==> src/rtl/mf_pkg.sv <==
package mf_pkg;
  typedef enum logic [2:0] {
    CLS_ZERO,
    CLS_DENORM,
    CLS_NORMAL,
    CLS_INF,
    CLS_NAN
  } mf_class_e;

  typedef struct packed {
    logic zero;
    logic denorm;
    logic inf;
    logic nan;
  } mf_flags_t;
endpackage

==> src/rtl/mf_rst_sync.sv <==
module mf_rst_sync (
  input  logic clk,
  input  logic rst_n,
  output logic rst_sync_n
);
  logic [1:0] stage_q;

  always_ff @(posedge clk or negedge rst_n) begin
    if (!rst_n) stage_q <= 2'b00;
    else        stage_q <= {stage_q[0], 1'b1};
  end

  assign rst_sync_n = stage_q[1];
endmodule

==> src/rtl/mf_classify.sv <==
module mf_classify
  import mf_pkg::*;
#(
  parameter int EXP_W = 3,
  parameter int MAN_W = 4
) (
  input  logic [EXP_W-1:0] exp_f,
  input  logic [MAN_W-1:0] man_f,
  output mf_class_e        cls
);
  localparam logic [EXP_W-1:0] EXP_MAX = {EXP_W{1'b1}};

  always_comb begin
    if (exp_f == '0)          cls = (man_f == '0) ? CLS_ZERO : CLS_DENORM;
    else if (exp_f == EXP_MAX) cls = (man_f == '0) ? CLS_INF : CLS_NAN;
    else                       cls = CLS_NORMAL;
  end
endmodule

==> src/rtl/mf_mag_shift.sv <==
module mf_mag_shift
  import mf_pkg::*;
#(
  parameter int EXP_W = 3,
  parameter int MAN_W = 4,
  parameter int BIAS  = 3,
  parameter int MAG_W = 10,
  parameter int FRAC_W = 6
) (
  input  logic [EXP_W-1:0] exp_f,
  input  logic [MAN_W-1:0] man_f,
  input  mf_class_e        cls,
  output logic [MAG_W-1:0] mag
);
  // Left shift of a denormal mantissa onto the output grid.
  localparam int DEN_SH = FRAC_W - MAN_W - BIAS + 1;
  localparam int PAD_W  = MAG_W - MAN_W - 1;

  logic [MAG_W-1:0] sig_norm;
  logic [MAG_W-1:0] sig_den;
  int               norm_sh;

  assign sig_norm = {{PAD_W{1'b0}}, 1'b1, man_f};
  assign sig_den  = {{(PAD_W+1){1'b0}}, man_f};

  always_comb begin
    norm_sh = int'(exp_f) - 1 + DEN_SH;
    unique case (cls)
      CLS_NORMAL: mag = sig_norm << norm_sh;
      CLS_DENORM: mag = sig_den << DEN_SH;
      default:    mag = '0;
    endcase
  end
endmodule

==> src/rtl/mf_to_fixed.sv <==
module mf_to_fixed
  import mf_pkg::*;
#(
  parameter int EXP_W  = 3,
  parameter int MAN_W  = 4,
  parameter int BIAS   = 3,
  parameter int INT_W  = 4,
  parameter int FRAC_W = 6
) (
  input  logic                   clk,
  input  logic                   rst_n,
  input  logic                   in_valid,
  input  logic [EXP_W+MAN_W:0]   in_byte,
  output logic                   out_valid,
  output logic                   out_sign,
  output logic [INT_W+FRAC_W-1:0] out_mag,
  output logic                   out_zero,
  output logic                   out_denorm,
  output logic                   out_inf,
  output logic                   out_nan
);
  localparam int MAG_W  = INT_W + FRAC_W;
  localparam int SIGN_B = EXP_W + MAN_W;

  logic             rst_sync_n;
  logic [EXP_W-1:0] exp_f;
  logic [MAN_W-1:0] man_f;
  mf_class_e        cls;
  logic [MAG_W-1:0] mag_d, mag_q;
  mf_flags_t        flags_d, flags_q;
  logic             sign_d, sign_q, valid_q;
  logic             load_en;

  assign exp_f   = in_byte[SIGN_B-1:MAN_W];
  assign man_f   = in_byte[MAN_W-1:0];
  assign load_en = in_valid;

  mf_rst_sync u_rst_sync (.clk(clk), .rst_n(rst_n), .rst_sync_n(rst_sync_n));

  mf_classify #(.EXP_W(EXP_W), .MAN_W(MAN_W)) u_classify (
    .exp_f(exp_f), .man_f(man_f), .cls(cls));

  mf_mag_shift #(.EXP_W(EXP_W), .MAN_W(MAN_W), .BIAS(BIAS),
                 .MAG_W(MAG_W), .FRAC_W(FRAC_W)) u_mag_shift (
    .exp_f(exp_f), .man_f(man_f), .cls(cls), .mag(mag_d));

  // Next-state process
  always_comb begin
    sign_d         = in_byte[SIGN_B];
    flags_d        = '0;
    flags_d.zero   = (cls == CLS_ZERO);
    flags_d.denorm = (cls == CLS_DENORM);
    flags_d.inf    = (cls == CLS_INF);
    flags_d.nan    = (cls == CLS_NAN);
  end

  // Register process
  always_ff @(posedge clk or negedge rst_sync_n) begin
    if (!rst_sync_n) begin
      valid_q <= 1'b0;
      sign_q  <= 1'b0;
      mag_q   <= '0;
      flags_q <= '0;
    end else begin
      valid_q <= in_valid;
      if (load_en) begin
        sign_q  <= sign_d;
        mag_q   <= mag_d;
        flags_q <= flags_d;
      end
    end
  end

  assign out_valid  = valid_q;
  assign out_sign   = sign_q;
  assign out_mag    = mag_q;
  assign out_zero   = flags_q.zero;
  assign out_denorm = flags_q.denorm;
  assign out_inf    = flags_q.inf;
  assign out_nan    = flags_q.nan;
endmodule

==> config.mk <==
export PLATFORM = sky130hd
export DESIGN_NAME = mf_to_fixed
export DESIGN_NICKNAME = d
export VERILOG_FILES = /design/src/rtl/mf_pkg.sv /design/src/rtl/mf_rst_sync.sv /design/src/rtl/mf_classify.sv /design/src/rtl/mf_mag_shift.sv /design/src/rtl/mf_to_fixed.sv
export SDC_FILE = /design/constraint.sdc
export NUM_CORES = 1
export LEC_CHECK = 0
export CAP_MARGIN = 40
export CORE_MARGIN = 3
export CORE_UTILIZATION = 25
export DETAILED_ROUTE_END_ITERATION = 10
export GPL_ROUTABILITY_DRIVEN = 0
export PLACE_DENSITY = 0.57
export SLEW_MARGIN = 15
export SYNTH_ARGS = -nofsm -noshare
export SYNTH_HDL_FRONTEND = slang
export SYNTH_SLANG_ARGS = --single-unit
==> constraint.sdc <==
create_clock -name clk -period 1 [get_ports clk]
set_input_delay 0.2 -clock clk [delete_from_list [all_inputs] [get_ports clk]]
set_output_delay 0.2 -clock clk [all_outputs]
set_load 0.01 [all_outputs]
==> metrics.md <==
| Metric | Value |
|---|---|
| Status | `finished with violations` |
| Failing checks | `negative setup slack` |
| Worst EP arrival | `1260 ps` |
| Final wirelength | `about 3600 um` |
| Clk root buf | `clkbuf_8` |
| Critical path data required time | `between 1000 and 1500 ps` |
| Static Leak | `0.9597 nW` |
| Final cell count without fillers | `~240` |
| Crit path top cell by count | `buf_6` |
| Max Clock Skew | `about 1.5 ps` |
| Fillers | `351` |
| Largest net degree at the start of global routing | `17` |
| Final hold vios | `0` |
| Setup violators final | `10` |
| Hold Crit Class | `in -> async` |
| Die extent in y | `~71 um` |
| CP Max Fanout | `3` |
| Max Cap Violations | `0` |
| Part of the power in combinational logic | `37.5%` |
| Layout cell share with drive strength beyond 1 | `60.53%` |
| Synth Instances | `roughly 110` |
| Antenna-violating nets left | `0` |
| H-tree levels | `1` |
| Post-route DRC | `0` |
| Grt total ovfl | `0` |
| Synthesis-to-layout area growth | `90.83%` |
| DP Worst Slack | `-977.0 ps` |
| Most frequent cells in the layout | `buf_4 (54), dfrtp_1 (18), buf_2 (17)` |
| Synthesized cell area | `between 1000 and 1500 um^2` |
| Placed insts | `217` |
| Worst setup margin | `-134.3 ps` |
| Core Footprint | `3854 um^2` |
| Post-cts hold buffer count | `0` |
| R2r startpoint | `out_mag[2]` |
| Crit path launch | `in_byte[5]` |
| Vias/cell | `4.853` |
| Hold Slack | `a little over 100 ps` |
| R2R depth | `3` |
| R2r setup slk | `0 ps` |
| Num CTS Buffers | `3` |
| Cell family with most CP delay | `buffers and inverters` |
| Most used DFF post-synth | `dfrtp_1` |
| CP Cell Sequence | `buf_8 -> buf_6 -> buf_6 -> o21bai_4 -> mux2i_4 -> buf_4 -> buf_6 -> nand4_1 -> o221ai_1` |
| Slowest stage cell, crit path | `o21bai_4` |
| RSZ-0062 raised after global routing | `true` |
| WS Path Type | `in -> reg` |
| Number of synthesized flops with an enable pin | `0` |
| Final Max Slew Viols | `0` |
| Boundary pin count | `27` |
| CTS Sinks | `18` |
| Distinct cell type count after synthesis | `39` |
| FF+latch area | `450.4 um^2` |
| Initial Util | `27.27%` |
| CTS tree | `done` |
| Reg2reg end | `out_mag[2]` |
| Mapped Nets | `119` |
| Initial antenna violation count | `0` |
| Nets@finish | `205` |
| Dpl hpwl | `2502 um` |
| Worst-path clk slew | `70 ps` |
| First-pass GRT wire length | `5802 um` |
| Die area | `5018 um^2` |
| DR iter-0 viols | `36` |
| Min Tclk post-route | `1134 ps` |
| Number of global-route vias before repair | `1229` |
| Switch Pwr | `0.0006436 W` |
| Max VDD drop | `0.0008504 V` |
| Multi-input gate area | `694.4 um^2` |
| Critical path's largest stage delay | `160 ps` |
| Sequential-to-total area share from yosys stat | `42.86%` |
| DRT Pass-1 Iters | `4` |
| Later-pin clock latency in the skew report | `roughly 250 ps` |
| Power per cell area | `1125 nW/um^2` |
| Async SR Flop Fraction | `100.0%` |
| Critical Path Start Type | `input port` |
| Max Freq | `881.6 MHz` |
| PortBufs | `26` |
| # rows | `22` |
| CP bufs+invs | `5` |
| Critical Path End Type | `register` |
| WL/cell | `15.26 um` |
| GR Util All Layers | `14.40%` |
| Die X | `between 70 and 80 um` |
| CTS Buffer Depth | `2` |
| Sequential share of power | `36.2%` |
| Switching fraction of total power | `28.52%` |
| Final period utilization | `113.4%` |
| Synth Register Bits | `18` |
| P_int | `about 0.0016 W` |
| Clock power share | `26.3%` |
| Total power | `0.002257 W` |
| Syn Area/Cell | `10.01 um^2` |
| N_diodes | `0` |
| Post-route core utilization | `between 50% and 60%` |
| Vias post-DR | `1155` |
| Commonest non-fill, non-tap cell in the layout | `buf_4` |
| YS warnings | `0` |
## repair_timing
item,in CTS,in global routing
resized for setup,118,20
gates cloned,1,0
endpoints found under the setup margin,31,26
pin swaps,15,16
buffers inserted,12,5
## metrics by stage
stage | instance area (um^2) | TNS (ps)
after floorplan | 1144 | -2699
after global placement | 1748 | -12670
after detailed placement | 1748 | -13260
after CTS | 1914 | -614.0
after global routing | 2006 | -1458
final | 2006 | -1022
## power groups by stage
stage | logic (W) | clock network [W] | registers, W
after detailed placement | 0.000699 | 0 | 0.000835
after global placement | 0.000692 | 0 | 0.000831
after floorplan | 0.000272 | 0 | 0.000867
final | 0.000845 | 0.000594 | 0.000817
after global routing | 0.000911 | 0.000653 | 0.000825
after CTS | 0.000761 | 0.000615 | 0.000818
## flip-flops by register name, summed over array words and instances (netlist names)
| signal | cells |
|---|---|
| out_denorm | 1 |
| out_inf | 1 |
| out_mag | 10 |
| out_nan | 1 |
| out_sign | 1 |
| out_valid | 1 |
| out_zero | 1 |
| u_rst_sync.stage_q | 2 |
## metal layers
metal / wire (um) / vias to the layer above / track usage (%)
met5: 0 / - / 0
met4: 30 / 0 / 3.132
met3: 196 / 4 / 4.688
met2: 1899 / 31 / 25.23
met1: 1504 / 562 / 17.15
li1: - / 558 / -
## area by class of cell
type	count	share of cell area, %
inverters	10	2.433
clock buffers	4	2.745
multi-input cells	72	34.62
repair buffers	86	34.75
flip-flops and latches	18	22.46
well taps	48	2.994
## cells by family after synthesis
| logic type | synth area share, % |
|---|---|
| flops | 42.86 |
| fa+ha+maj | 3.572 |
| simple gates | 18.10 |
| other cells | 0.3568 |
| compound gates | 22.98 |
| xor+xnor | 1.548 |
| mux | 4.166 |
| buf+inv | 6.427 |
## worst register-to-register path: stages, from the launching register on
cell	delay [ps]
dfrtp_1	390
buf_4	130
a22o_1	210
a21o_1	160
## cells in the mapped netlist (3+ instances only)
master	count	area [um^2]
buf_2	3	15.01
nand4_1	3	18.77
o21bai_1	3	22.52
nand2_1	10	37.54
o21ai_0	6	30.03
nor2_1	3	11.26
dfrtp_1	18	450.4
inv_1	9	33.78
o221ai_1	5	43.79
ha_1	3	37.54
nand3_1	5	25.02
nor2b_1	4	25.02
## worst max-delay path by stage
stage | cells after the start | slack (ps) | end
2_1_floorplan | 8 | -330 | out_mag[6]
3_3_place_gp | 7 | -920 | out_mag[0]
3_5_place_dp | 7 | -980 | out_mag[0]
4_1_cts | 8 | -120 | out_mag[4]
5_1_grt | 7 | -170 | out_mag[4]
6_report | 9 | -130 | out_mag[6]
Power figures use the tool's default switching activity.
